--- config.mk ---
export PLATFORM = sky130hd
export DESIGN_NAME = serial_ofs_loader
export DESIGN_NICKNAME = d
export VERILOG_FILES = /design/src/rtl/ofs_pkg.sv /design/src/rtl/ofs_frame_cnt.sv /design/src/rtl/ofs_assembler.sv /design/src/rtl/serial_ofs_loader.sv
export SDC_FILE = /design/constraint.sdc
export NUM_CORES = 1
export LEC_CHECK = 0
export BUFFER_PORTS_ARGS = -buffer_cell sky130_fd_sc_hd__clkbuf_2
export CAP_MARGIN = 30
export CORE_ASPECT_RATIO = 0.9
export CORE_MARGIN = 5
export CORE_UTILIZATION = 50
export CTS_CLUSTER_SIZE = 30
export DETAILED_ROUTE_END_ITERATION = 10
export PLACE_DENSITY_LB_ADDON = 0.3
export SLEW_MARGIN = 30
export SYNTH_ARGS = -nofsm -noshare
export SYNTH_HDL_FRONTEND = slang
export SYNTH_SLANG_ARGS = --single-unit
--- constraint.sdc ---
create_clock -name wclk -period 5.8 [get_ports wclk]
set_clock_uncertainty 0.05 [all_clocks]
set_input_delay 0.29 -clock wclk [delete_from_list [all_inputs] [get_ports wclk]]
set_output_delay 0.29 -clock wclk [all_outputs]
set_load 0.01 [all_outputs]
--- src/rtl/ofs_pkg.sv ---
package ofs_pkg;

    // Preset threshold for a 3-bit configuration index: 2^(idx+3) - 1
    function automatic logic [31:0] preset_ofs(input logic [2:0] idx);
        return (32'd1 << (32'(idx) + 32'd3)) - 32'd1;
    endfunction

endpackage

--- src/rtl/ofs_frame_cnt.sv ---
module ofs_frame_cnt #(
    parameter int OFS_W = 10,
    localparam int POS_W = (OFS_W > 1) ? $clog2(OFS_W) : 1
) (
    input  logic             clk,
    input  logic             clr,
    input  logic             step,
    output logic [POS_W-1:0] pos,
    output logic             second,
    output logic             word_last,
    output logic             frame_last
);

    typedef struct packed {
        logic [POS_W-1:0] pos;
        logic             second;
    } cnt_t;

    cnt_t st_d, st_q;

    always_comb begin
        st_d       = st_q;
        word_last  = (st_q.pos == POS_W'(OFS_W - 1));
        frame_last = word_last && st_q.second;
        if (clr) begin
            st_d = '0;
        end else if (step) begin
            if (word_last) begin
                st_d.pos    = '0;
                st_d.second = !st_q.second;
            end else begin
                st_d.pos = st_q.pos + POS_W'(1);
            end
        end
    end

    always_ff @(posedge clk) begin
        st_q <= st_d;
    end

    assign pos    = st_q.pos;
    assign second = st_q.second;


    frame_wrap_chk: assert property (@(posedge clk) disable iff (clr)
        (step && frame_last) |=> (pos == '0 && !second));


    pos_range_chk: assert property (@(posedge clk) disable iff (clr)
        step |=> (pos <= POS_W'(OFS_W - 1)));


    hold_pos_chk: assert property (@(posedge clk) disable iff (clr)
        !step |=> ($stable(pos) && $stable(second)));

endmodule

--- src/rtl/ofs_assembler.sv ---
module ofs_assembler #(
    parameter int OFS_W = 10,
    localparam int POS_W = (OFS_W > 1) ? $clog2(OFS_W) : 1
) (
    input  logic             clk,
    input  logic             clr,
    input  logic             step,
    input  logic             bit_in,
    input  logic [POS_W-1:0] pos,
    output logic [OFS_W-1:0] word
);

    typedef struct packed {
        logic [OFS_W-1:0] bits;
    } asm_t;

    asm_t st_d, st_q;

    always_comb begin
        word = st_q.bits;
        for (int i = 0; i < OFS_W; i++) begin
            if (pos == POS_W'(i)) begin
                word[i] = bit_in;
            end
        end
        st_d = st_q;
        if (clr) begin
            st_d.bits = '0;
        end else if (step) begin
            st_d.bits = word;
        end
    end

    always_ff @(posedge clk) begin
        st_q <= st_d;
    end


    partial_hold_chk: assert property (@(posedge clk) disable iff (clr)
        !step |=> $stable(st_q.bits));

endmodule

--- src/rtl/serial_ofs_loader.sv ---
module serial_ofs_loader #(
    parameter int DEPTH = 1024,
    localparam int OFS_W = $clog2(DEPTH),
    localparam int POS_W = (OFS_W > 1) ? $clog2(OFS_W) : 1
) (
    input  logic             wclk,
    input  logic             master_rst_n,
    input  logic             part_rst_n,
    input  logic             load_strobe_n,
    input  logic             shift_en_n,
    input  logic [1:0]       preset_sel,
    input  logic             ser_in,
    output logic [OFS_W-1:0] empty_offset,
    output logic [OFS_W-1:0] full_offset
);

    typedef struct packed {
        logic [OFS_W-1:0] empty;
        logic [OFS_W-1:0] full;
    } ofs_t;

    ofs_t             st_d, st_q;
    logic             clr;
    logic             shift;
    logic [POS_W-1:0] pos;
    logic             second;
    logic             word_last;
    logic             frame_last;
    logic [OFS_W-1:0] word;
    logic [OFS_W-1:0] preset;

    assign clr    = !master_rst_n;
    assign shift  = master_rst_n && !load_strobe_n && !shift_en_n;
    assign preset = OFS_W'(ofs_pkg::preset_ofs({load_strobe_n, preset_sel}));

    ofs_frame_cnt #(.OFS_W(OFS_W)) i_cnt (
        .clk        (wclk),
        .clr        (clr),
        .step       (shift),
        .pos        (pos),
        .second     (second),
        .word_last  (word_last),
        .frame_last (frame_last)
    );

    ofs_assembler #(.OFS_W(OFS_W)) i_asm (
        .clk    (wclk),
        .clr    (clr),
        .step   (shift),
        .bit_in (ser_in),
        .pos    (pos),
        .word   (word)
    );

    always_comb begin
        st_d = st_q;
        if (clr) begin
            st_d.empty = preset;
            st_d.full  = preset;
        end else if (shift && word_last) begin
            if (!second) begin
                st_d.empty = word;
            end else begin
                st_d.full = word;
            end
        end
    end

    always_ff @(posedge wclk) begin
        st_q <= st_d;
    end

    assign empty_offset = st_q.empty;
    assign full_offset  = st_q.full;


    no_strobe_hold_chk: assert property (@(posedge wclk) disable iff (!master_rst_n)
        (load_strobe_n || shift_en_n) |=> ($stable(empty_offset) && $stable(full_offset)));


    part_rst_ignored_chk: assert property (@(posedge wclk) disable iff (!master_rst_n)
        (!part_rst_n && load_strobe_n) |=> ($stable(empty_offset) && $stable(full_offset)));


    full_commit_chk: assert property (@(posedge wclk) disable iff (!master_rst_n)
        (shift && !frame_last) |=> $stable(full_offset));


    empty_commit_chk: assert property (@(posedge wclk) disable iff (!master_rst_n)
        (shift && (second || !word_last)) |=> $stable(empty_offset));

endmodule

==> After elaboration in Yosys (flattened, before gate mapping) <==
Cells that the tools add are included.
{ "classes": {"n_shift": 1, "eq_ne": 12, "n_reduce_logical": 10, "muxes": 15, "n_addsub": 3} }
{ "ops": {"columns": ["operator", "n"], "rows": [
  ["$mux 20", 2],
  ["$mux 10", 2],
  ["$eq 4x3->1 const B", 4],
  ["$mux 1", 10],
  ["$shl 1x4->10 const A", 1],
  ["$sub 10x1->10 const B", 1],
  ["$eq 4x2->1 const B", 2],
  ["$eq 4x4->1 const B", 2],
  ["$reduce_and 2->1", 3],
  ["$add 3x2->4 const B", 1],
  ["$add 4x1->4 const B", 1],
  ["$eq 4x1->1 const B", 1],
  ["$logic_not 4->1", 1],
  ["$mux 4", 1],
  ["$ne 2x1->1 const B", 2],
  ["$logic_and 1x1->1", 3],
  ["$logic_not 1->1", 3],
  ["$ne 2x2->1 const B", 1]
]} }
{ "totals": {"ff_bits": 35, "output_inout_bits": 20, "word_cells": 46, "in_bits": 8} }

==> Logic depth before layout (Yosys ltp) <==
Gate-level depths: netlist (run 1).
{ "logic_depth": {"ltp_word": 6, "ltp_mapped": 4, "mapped_depth_nobuf": 4} }

==> Cells and area by module <==
A second synthesis (run 1) with hierarchy kept.
{ "hier_totals": {"hier_cells": 153, "hier_area_um2": 1692.9} }
{ "modules_own_cells": {"columns": ["module", "instances", "seq_area_each_um2", "area_per_inst_um2", "cells_each"], "rows": [
  ["serial_ofs_loader", 1, 600.6, 815.8, 56],
  ["ofs_assembler", 1, 200.2, 635.6, 72],
  ["ofs_frame_cnt", 1, 100.1, 241.5, 25]
]} }

==> Worst setup path before layout (run 1) <==
No wires, ideal clock.
{ "synth_path": {"path_type": "reg2reg", "start": "register i_cnt.st_q (netlist bit i_cnt.pos[3])", "end": "register st_q (netlist bit empty_offset[0]) (enable)", "period_less_slack_ps": 2115, "setup_ps": 391, "slack_ps": 3685, "path_buffers": 1, "required_ps": 5359, "path_stages_with_launch": 5, "t_arrival_ps": 1674, "cell_sequence": "dfxtp_1 -> nor2b_1 -> clkbuf_1 -> nand3_1 -> o21ai_0"} }
{ "synth_between": {"elab_chain_cells": 4} }
{ "synth_rtl": {"columns": ["item", "line", "text"], "rows": [
  ["from (decl)", "ofs_frame_cnt.sv:19", "cnt_t st_d, st_q;"],
  ["from (signal assigned)", "ofs_frame_cnt.sv:38", "st_q <= st_d;"],
  ["$eq 4x4->1", "ofs_frame_cnt.sv:23", "word_last = (st_q.pos == POS_W'(OFS_W - 1));"],
  ["$logic_and 1x1->1", "serial_ofs_loader.sv:60", "end else if (shift && word_last) begin"],
  ["$ne 2x1->1 (no line)", null, null],
  ["$reduce_and 2->1 (no line)", null, null],
  ["to (signal assigned)", "serial_ofs_loader.sv:70", "st_q <= st_d;"],
  ["to (decl)", "serial_ofs_loader.sv:22", "ofs_t st_d, st_q;"]
]} }
Every way passes these cells.
A chain may end at the register's enable or synchronous reset.

==> Final worst setup path (run 1) <==
{ "layout_path": {"start": "register i_cnt.st_q (netlist bit i_cnt.pos[3])", "end": "register st_q (netlist bit full_offset[0]) (enable)"} }
Same word-level chain as after synthesis.

==> results.txt, run 1 <==
- Status: completed
* Number of fill cells: 265
- Post-layout min period: 2.15 ns
* P per Cell Area: 268 nW/um^2
- Area grow syn2layout: 14.7%
- After legalization and detailed placement, the total HPWL measured 2260 microns.
- The synthesized design devotes to its leading area cell type 36.3% of total area.
- Starting DRT DRC Count: 29
- Setup total negative slack on the finished layout was measured at 0 ns.
* TritonCTS Sinks: 35
* Post-layout utilization of the core: 60.9%
- Summing all placed instances gives a cell area of 1800 sq um.
- The tree is rooted in a clkbuf_8.
* Number of standard cells in the layout, taps in and fillers out: 214
* Maximum root-to-sink buffer count: 2
* Number of instances in the synthesized netlist: 146
- Final Net Count: 180
* Cell count of the worst reg-to-reg path: 4
- The largest individual stage delay along the critical path comes from the cell dfxtp_1.
* Portion of the post-synthesis area used by sequential elements: 54.5%
- The first global-routing pass estimated 5380 microns of wire.
* Gates resized, CTS repair: 0
* Total setup buffers inserted after CTS: 0
- Clock tree from TritonCTS: done
* Type of element capturing the critical path: register
- In the synthesized netlist the dominant register cell turns out to be edfxtp_1.
* Average wire per cell in the routed design: 15.1 microns
- By instance count, the leading cell after synthesis is nand2_1.
- The clock reaches the later pin of the worst-skew pair after 0.28 ns.
* Share of the clock period used by the worst path after layout: 37.1%
- Maximum fanout along the worst path: 13
* Vias in the first global route: 1105
* Final hold violations: 0
- Kind of critical path: register to register
* Max-Slew Margin vs Limit: 60.6%
- The biggest area contributor in the post-synthesis netlist is edfxtp_1.
* Data required time at the worst endpoint: 5.73 ns
* Ranking of synthesized cells by instance count: nand2_1, edfxtp_1, mux2i_1
* Number of max-slew violations in the final report: 0
* Post-synthesis instance area: 1650 sq um
- The synthesized design contains 35 register bits.
- Global route total overflow: 0
- Buffers added on ports: 26
- After synthesis, the share of flip-flops with an asynchronous set or reset is 0%.
* Overall die width: 70.6 microns
- After detailed routing, the total wire length is 3220 microns.
* Deepest level of the CTS H-tree: 2
- Terminus of the critical flop-to-flop path: full_offset[0]$_DFFE_PP_
- Startpoint type of the worst setup path: register
- In this run, distinct cell masters in the synthesized netlist total 38.
* Clock transition at the registers of the reported paths: 0.07 ns
- Antenna viol nets, final: 0
- Hold timing on the final database bottoms out at a slack of 0.376 ns.
- The post-route netlist has 23.8% of its cells at a drive strength greater than 1.
- Final Setup Violations: 0
* PnR Total Power: 508 uW
- Hold buffers post-CTS: 0
- Number of detailed-routing iterations run before antenna repair: 4
* Class of the most critical hold timing path: input port to register
* Starting Density: 53.1%
- In this run the worst setup path terminates at full_offset[0]$_DFFE_PP_.
- Delay of the slowest critical-path stage: 0.59 ns
* Average vias per placed instance: 5.42
- Average size of a mapped cell: 11.3 sq um
* Leakage dissipation: 0.775 nW
- Worst slack at placement: 3.65 ns
- CTS buffer count: 5
- Overall die area: 4560 sq um
* Crit path launch: i_cnt.pos[3]$_SDFFE_PN0P_
- For this run, the total global-route usage over all layers was measured as 15.1%.
- Data arrives at the worst endpoint at 2.09 ns.
- Antenna Diode Count: 0
* F_max: 0.464 GHz
- Design Area, Final: 1900 sq um
* Post-Place Cells: 206
* Boundary Pins: 28
- Walking the worst path, the cells encountered are nor2b_1, nand3_1, o21ai_0, buf_4.
- The congestion estimate from routability-driven global placement came to 0.794.
- Sorting the synthesized cells by area gives the leading types as edfxtp_1, dfxtp_1, mux2i_1.
- Yosys printed 0 warnings.
* Worst-case register-to-register setup slack: 3.65 ns
- After layout, the worst setup slack is 3.65 ns.
- Maximum number of pins on one net before global-route repair: 33
- Crit Reg-Reg Startpoint: i_cnt.pos[3]$_SDFFE_PN0P_
* Placeable core region: 3110 sq um
- Slew @ Worst Pin: 0.590 ns
* Antenna violations before repair: 0
* Row count: 19
* Die Ht: 64.5 microns
- Total number of vias: 1160
- In this run, synthesis inferred 20 flip-flops with an integrated enable.
- IR analysis of the VDD net gives a maximum drop of 183 uV.
* Number of remaining DRC errors: 0
* Setup repair after global routing missed its margin: false
- Max-capacitance violation count: 0
-- cell type report --
cell class	instances	area (sq um)	area share, %
Timing Repair Buffer	28	145	7.66
Multi-Input combinational cell	100	702	37.0
Inverter	1	3.75	0.198
Tap cell	42	52.6	2.77
Clock buffer	7	86.3	4.55
Clock inverter	1	5.00	0.264
Sequential cell	35	901	47.5
-- cell families after synthesis --
| logic type | after synthesis | share of synthesized area, % |
|---|---|---|
| flip-flops | 35 | 54.5 |
| adder cells (fa/ha/maj) | 1 | 0.757 |
| multiplexers | 19 | 11.5 |
| buffers and inverters | 12 | 3.26 |
| AO/OA/AOI/OAI | 18 | 7.57 |
| XOR/XNOR | 2 | 1.06 |
| AND/OR/NAND/NOR | 58 | 21.1 |
| other | 1 | 0.227 |
-- where the power goes --
group | internal [mW] | total (mW) | switching [mW] | leakage, nW
logic | 0.0183 | 0.0479 | 0.0295 | 0.406
clock network | 0.0957 | 0.179 | 0.0833 | 0.0482
registers | 0.275 | 0.281 | 0.00631 | 0.321
-- worst max-delay path, delay by kind of cell (launching register included) --
family	cells	cell delay, ns
compound gates	1	0.21
simple gates	2	0.78
buf+inv	1	0.22
flops	1	0.59
-- per-layer routing --
metal | track usage (%) | share of wire, % | wire length [microns] | up-vias
li1 | - | - | - | 586
met1 | 18.9 | 43 | 1400 | 543
met2 | 24.9 | 50 | 1610 | 26
met3 | 4.48 | 5.5 | 176 | 5
met4 | 5.63 | 1.2 | 39 | 0
met5 | 0 | 0 | 0 | -
-- sequential cells by signal, indices dropped and copies added, names as in the netlist --
register      cells
empty_offset     10
i_cnt.pos         4
i_asm.st_q       10
full_offset      10
i_cnt.second      1
-- layout by cell type (no fill, tap or decap), drive strengths merged, types with 3 or more instances in the layout --
cell,count
a21oi,4
and4bb,3
clkbuf,33
dfxtp,15
edfxtp,20
mux2i,19
nand2,24
nand3,5
nor2,5
nor2b,3
nor4b,5
o221ai,3
-- how the worst min path moves through the flow --
stage | start | to | depth (start not counted)
finish | shift_en_n | i_asm.st_q[5]$_SDFFE_PN0P_ | 4
global route | shift_en_n | i_asm.st_q[5]$_SDFFE_PN0P_ | 4
detailed placement | i_asm.st_q[6]$_SDFFE_PN0P_ | i_asm.st_q[6]$_SDFFE_PN0P_ | 2
CTS | shift_en_n | i_asm.st_q[5]$_SDFFE_PN0P_ | 4
global placement | i_asm.st_q[1]$_SDFFE_PN0P_ | i_asm.st_q[1]$_SDFFE_PN0P_ | 2
floorplan | i_asm.st_q[2]$_SDFFE_PN0P_ | i_asm.st_q[2]$_SDFFE_PN0P_ | 2
Power figures use the tool's default switching activity.
==> run 2: changes to the inputs <==
--- a/config.mk
+++ b/config.mk
@@ -9,7 +9,7 @@
 export CAP_MARGIN = 30
 export CORE_ASPECT_RATIO = 0.9
 export CORE_MARGIN = 5
-export CORE_UTILIZATION = 50
+export CORE_UTILIZATION = 49
 export CTS_CLUSTER_SIZE = 30
 export DETAILED_ROUTE_END_ITERATION = 10
 export PLACE_DENSITY_LB_ADDON = 0.3
==> constraint.sdc (replaced) <==
create_clock -name wclk -period 1.9 [get_ports wclk]
set_clock_uncertainty 0.05 [all_clocks]
set_input_delay 0.095 -clock wclk [delete_from_list [all_inputs] [get_ports wclk]]
set_output_delay 0.095 -clock wclk [all_outputs]
set_load 0.01 [all_outputs]
==> results.txt, run 2 (synthesized netlist as in run 1, its figures left out) <==
- Status: completed
- The largest net degree at the start of global routing came to 19 (-42%).
- The residual antenna-violating net count after detailed routing came to 0 (unchanged).
- The post-cts gate resize count came to 0 (unchanged).
- Type of element capturing the critical path: register
- The global route total overflow was 0 (unchanged).
- The leakage power came to 0.827 nW (+6.7%).
- Clock tree from TritonCTS: done
* Cell count of the worst reg-to-reg path: 3 (-1)
- The part of the cycle the worst path needs is 91.7% (+55 points).
- The number of maximum-capacitance constraint violations is 0 (unchanged).
- The number of port buffers is 26 (unchanged).
* Overall die area: 4640 sq um (+1.7%)
- Most common cell after layout, fill and taps aside: clkbuf_2
* Global-route wire length before repair: 5800 microns (+7.8%)
* Die Ht: 65.1 microns (+0.86%)
- The maximum resistive drop on vdd was 556 uV (+200%).
- Average vias per placed instance: 5.46 (+0.76%)
- The maximum level of the CTS H-tree came to 2 (unchanged).
* Maximum fanout along the worst path: 18 (+5)
- Number of remaining DRC errors: 0 (unchanged)
* Overall die width: 71.2 microns (+0.87%)
* Final hold violations: 0 (unchanged)
- Data required time at the worst endpoint: 1.88 ns (-3.85 ns)
- From synthesis to final layout, the design area changed by 20.7%.
- Antenna violations before repair: 0 (unchanged)
- The average routed wire per standard cell came to 15.5 microns (+2.8%).
- P per Cell Area: 909 nW/um^2 (+240%)
* Vias in the first global route: 1277 (+16%)
* Layout cells sized above 1: 27.4% (+3.5 points)
- The final number of setup-violating endpoints was 0 (unchanged).
* Boundary Pins: 28 (unchanged)
- The detailed-route via count is 1218 (+5.0%).
- TritonCTS Sinks: 35 (unchanged)
- Insertion delay of the later-clocked pin in the worst-skew pair: 0.29 ns (about the same)
- Post-layout min period: 1.74 ns (-0.411 ns)
- The highest achievable clock rate is 0.574 GHz (+24%).
* Hold buffers post-CTS: 0 (unchanged)
- The top cell types in the final layout, fill and taps aside, are clkbuf_2, nand2_1, edfxtp_1.
- Maximum root-to-sink buffer count: 2 (unchanged)
- The final max-slew violation count came to 0 (unchanged).
- Setup repair after global routing missed its margin: false
- STA classifies the critical path startpoint as a register.
- Total GRT Usage: 16.2% (+1.1 points)
* Placeable core region: 3300 sq um (+6.1%)
* Total setup buffers inserted after CTS: 0 (unchanged)
- Row count: 20 (+1)
* Kind of critical path: register to register
- The routability congestion estimate from global placement was 0.804 (+1.2%).
* Root Driver: clkbuf_8
- Slew @ Worst Pin: 0.572 ns (-0.0189 ns)
- Final setup slack of the worst path: 0.157 ns (-3.49 ns)
- The first-pass iteration count of the detailed router came to 4 (unchanged).
* Class of the most critical hold timing path: input port to register
- The filler cell count was 287 (+8.3%).
* Max-Slew Margin vs Limit: 61.8% (+1.2 points)
- Clock transition at the registers of the reported paths: 0.07 ns (about the same)
- The antenna diode instance count is 0 (unchanged).
- Detailed placement HPWL: 2480 microns (+9.9%)
- Final Net Count: 187 (+3.9%)
- The initial detailed-routing violation count is 42 (+45%).
* Hold Path Cell Cnt: 4 (unchanged)
- Wire length reported by the detailed router: 3450 microns (+7.1%)
* Data arrival time of the worst path: 1.72 ns (-0.37 ns)
* Starting Density: 50.0% (-3.0 points)
- The final worst hold slack came to 0.171 ns (-0.206 ns).
- CTS buffer count: 5 (unchanged)
* Worst slack at placement: 0.193 ns (-3.46 ns)
-- run 2: cell types whose count changed in the layout (fill, tap and decap cells not counted) --
cell        before  now
clkbuf_8         6    5
clkinv_2         1    0
clkbuf_1         1    0
clkinvlp_4       0    1
bufinv_16        0    2
buf_4            2    9
-- run 2: cell type report --
| class | count | area, sq um | area share, % |
|---|---|---|---|
| clock buffer | 5 | 68.8 | 3.45 |
| multi-input combinational | 100 | 702 | 35.2 |
| tap | 44 | 55.1 | 2.76 |
| inverter | 1 | 3.75 | 0.188 |
| sequential | 35 | 901 | 45.1 |
| timing repair buffer | 35 | 198 | 9.91 |
| clock inverter | 3 | 67.6 | 3.39 |
-- run 2: final timing paths --
path,startpoint,to,slack (ns)
worst max-delay path,i_cnt.pos[1]$_SDFFE_PN0P_,empty_offset[2]$_DFFE_PP_,0.16
worst min-delay path,shift_en_n,i_asm.st_q[0]$_SDFFE_PN0P_,0.17
worst max register to register,i_cnt.pos[1]$_SDFFE_PN0P_,empty_offset[2]$_DFFE_PP_,0.16
worst min register to register,i_asm.st_q[4]$_SDFFE_PN0P_,i_asm.st_q[4]$_SDFFE_PN0P_,0.42
-- run 2: report_power, final --
| group | total, mW | switching [mW] | internal, mW |
|---|---|---|---|
| registers | 0.854 | 0.0145 | 0.839 |
| logic | 0.165 | 0.0995 | 0.0652 |
| clock network | 0.795 | 0.272 | 0.523 |
| total | 1.81 | 0.386 | 1.43 |
-- run 2: metal layers --
| layer | share of wire, % | wire length [microns] | GRT usage, % |
|---|---|---|---|
| met4 | 2.8 | 95 | 9.39 |
| met2 | 48 | 1660 | 25.7 |
| met1 | 44 | 1510 | 18.8 |
| met5 | 0 | 0 | 0 |
| met3 | 5.5 | 190 | 5.81 |
-- run 2: per-stage QoR --
step / area (sq um) / util (%) / instances / power, mW / TNS [ns]
after CTS: 2000 / 60.4 / 223 / 1.82 / 0
final: 2000 / 60.4 / 223 / 1.81 / 0
after global routing: 2000 / 60.4 / 223 / 1.89 / 0
after floorplan: 1660 / - / 147 / 0.966 / -4.31
after detailed placement: 1860 / 56.3 / 215 / 1.03 / 0
after global placement: 1860 / 56.3 / 215 / 1.03 / 0
-- run 2: worst max-delay path, stage by stage (launching register included) --
cell and delay, ns:
dfxtp_1 0.68, nor4b_1 0.40, mux2i_1 0.25, a21oi_1 0.10
==> run 3: changes to the inputs <==
--- a/config.mk
+++ b/config.mk
@@ -9,9 +9,10 @@
 export CAP_MARGIN = 30
 export CORE_ASPECT_RATIO = 0.9
 export CORE_MARGIN = 5
-export CORE_UTILIZATION = 49
+export CORE_UTILIZATION = 50
 export CTS_CLUSTER_SIZE = 30
 export DETAILED_ROUTE_END_ITERATION = 10
+export GPL_ROUTABILITY_DRIVEN = 0
 export PLACE_DENSITY_LB_ADDON = 0.3
 export SLEW_MARGIN = 30
 export SYNTH_ARGS = -nofsm -noshare
==> constraint.sdc (replaced) <==
create_clock -name wclk -period 2.2 [get_ports wclk]
set_clock_uncertainty 0.05 [all_clocks]
set_input_delay 0.11 -clock wclk [delete_from_list [all_inputs] [get_ports wclk]]
set_output_delay 0.11 -clock wclk [all_outputs]
set_load 0.01 [all_outputs]
==> results.txt, run 3 (synthesized netlist as in run 1, its figures left out) <==
- Final hold violations: 0 (unchanged)
- The total met3 wirelength after detailed routing came to 186 microns (-2.1%).
- Setup repair after global routing missed its margin: false
- The routed length on met1 was 1400 microns (-6.8%).
* Max-Slew Margin vs Limit: 64.5% (+2.6 points)
- The worst hold path belongs to the class input port to register.
- Final Net Count: 184 (-1.6%)
* Total number of vias: 1179 (-3.2%)
- The post-placement setup slack came to 0.332 ns (+0.139 ns).
- The area growth from synthesis to layout is 16.1%.
- The slew at the pin closest to its max-slew limit was 0.532 ns (-0.0391 ns).
- The final number of setup-violating endpoints was 0 (unchanged).
* Antenna Diode Count: 0 (unchanged)
- Highest signal layer in the routed design: met4
- Detailed placement HPWL: 2380 microns (-4.1%)
- P per Cell Area: 688 nW/um^2 (-24%)
- The global-route usage over all layers is 16.3% (+0.10 points).
- The site row count was 19 (-5.0%).
- The cts-stage hold buffer count came to 0 (unchanged).
- Clock transition at the registers of the reported paths: 0.07 ns (about the same)
* Die Ht: 64.5 microns (-0.85%)
* Antenna viol nets, final: 0 (unchanged)
- Kind of critical path: register to register
- The post-route DRC violation count came to 0 (unchanged).
- The worst setup path is captured at a register.
- The total setup buffers inserted after CTS was 0 (unchanged).
* Average wire per cell in the routed design: 15.0 microns (-2.8%)
- Terminus of the critical flop-to-flop path: full_offset[4]$_DFFE_PP_
* Most common cell after layout, fill and taps aside: clkbuf_2
- For hold timing, the worst endpoint is i_asm.st_q[2]$_SDFFE_PN0P_.
- Crit Reg-Reg Startpoint: i_cnt.pos[1]$_SDFFE_PN0P_
* Data arrival time of the worst path: 1.80 ns (+0.08 ns)
- The global-route wire length before repair is 5700 microns (-1.8%).
- The number of clock sinks is 35 (unchanged).
- The number of maximum-capacitance constraint violations came to 0 (unchanged).
- Layout cells sized above 1: 25.6% (-1.8 points)
* Status: completed
* Global route total overflow: 0 (unchanged)
* Gates resized, CTS repair: 0 (unchanged)
- Total Neg Setup Slack: 0 ns (unchanged)
* Cell count of the worst reg-to-reg path: 4 (+1)
- Worst-case register-to-register setup slack: 0.34 ns (+0.18 ns)
- Hold Path Cell Cnt: 3 (-1)
- Starting DRT DRC Count: 57 (+36%)
- The post-route core utilization is 61.6% (+1.2 points).
- Data required time at the worst endpoint: 2.14 ns (+0.26 ns)
* Placeable core region: 3110 sq um (-5.7%)
- The library cells used most frequently in the layout, excluding fill and tap cells, are clkbuf_2, nand2_1, edfxtp_1.
- The maximum level of the CTS H-tree came to 2 (unchanged).
- Peak ir drop on the vdd network: 559 uV (+0.50%)
* Buffers added on ports: 26 (unchanged)
- Vias in the first global route: 1189 (-6.9%)
* Insertion delay of the later-clocked pin in the worst-skew pair: 0.29 ns (about the same)
* Post-layout min period: 1.86 ns (+0.116 ns)
- Maximum root-to-sink buffer count: 2 (unchanged)
- The part of the cycle the worst path needs is 84.5% (-7.2 points).
- The number of CTS-inserted buffers came to 5 (unchanged).
* Maximum fanout along the worst path: 18 (unchanged)
- Number of max-slew violations in the final report: 0 (unchanged)
* Antenna violations before repair: 0 (unchanged)
* Wire length reported by the detailed router: 3280 microns (-5.0%)
- Number of detailed-routing iterations run before antenna repair: 4 (unchanged)
* Final setup slack of the worst path: 0.342 ns (+0.184 ns)
- Overall die area: 4560 sq um (-1.7%)
- Maximum number of pins on one net before global-route repair: 23 (+4)
- The via count normalized by instance count was 5.41 (-0.98%).
- The leakage power was 0.789 nW (-4.6%).
- The total length of routed met2 wires is 1640 microns (-0.91%).
- The worst hold path begins at master_rst_n.
- F_max: 0.538 GHz (-6.2%)
- Boundary Pins: 28 (unchanged)
- The root buffer cell chosen for the clock tree is clkbuf_8.
* Startpoint type of the worst setup path: register
- The width of the chip came to 70.6 microns (-0.86%).
- TritonCTS built the clock tree.
* Starting Density: 53.1% (+3.0 points)
==> run 3: how the worst max path moves through the flow <==
stage | from | endpoint | depth (start not counted)
CTS | i_cnt.pos[1]$_SDFFE_PN0P_ | full_offset[2]$_DFFE_PP_ | 4
global placement | i_cnt.pos[1]$_SDFFE_PN0P_ | full_offset[0]$_DFFE_PP_ | 4
global route | i_cnt.pos[1]$_SDFFE_PN0P_ | full_offset[6]$_DFFE_PP_ | 4
finish | i_cnt.pos[1]$_SDFFE_PN0P_ | full_offset[4]$_DFFE_PP_ | 4
floorplan | i_cnt.pos[3]$_SDFFE_PN0P_ | empty_offset[0]$_DFFE_PP_ | 4
detailed placement | i_cnt.pos[1]$_SDFFE_PN0P_ | full_offset[0]$_DFFE_PP_ | 4
==> run 3: final cells by class <==
cell class	instances	area, sq um
Clock buffer	6	72.6
Sequential cell	35	901
Timing Repair Buffer	32	175
Multi-Input combinational cell	100	702
Fill cell	259	1190
Inverter	1	3.75
Tap cell	42	52.6
Clock inverter	2	12.5
==> run 3: per-stage QoR <==
| step | cells | hold WS (ns) | total power [mW] | cell area, sq um |
|---|---|---|---|---|
| after floorplan | 147 | 0.233 | 0.834 | 1660 |
| after global placement | 210 | 0.395 | 0.881 | 1830 |
| after detailed placement | 210 | 0.405 | 0.887 | 1830 |
| after CTS | 218 | 0.146 | 1.33 | 1920 |
| after global routing | 218 | 0.175 | 1.38 | 1920 |
| final | 218 | 0.146 | 1.32 | 1920 |
==> run 3: per-layer routing <==
metal | vias to the layer above | track usage [%]
li1 | 592 | -
met1 | 552 | 19.8
met2 | 31 | 26.8
met3 | 4 | 4.33
met4 | 0 | 8.45
met5 | - | 0
==> run 3: report_power, final <==
group	leakage, nW	internal (mW)	switching, mW
logic	0.427	0.0514	0.0848
registers	0.321	0.725	0.0108
clock network	0.0412	0.221	0.228
total	0.789	0.997	0.323
==> run 3: worst max-delay path, cell delays in order, from the launching register on <==
cell and delay [ns]:
dfxtp_1 0.48, nor2b_1 0.38, nand3_1 0.25, o21ai_0 0.20, buf_4 0.21
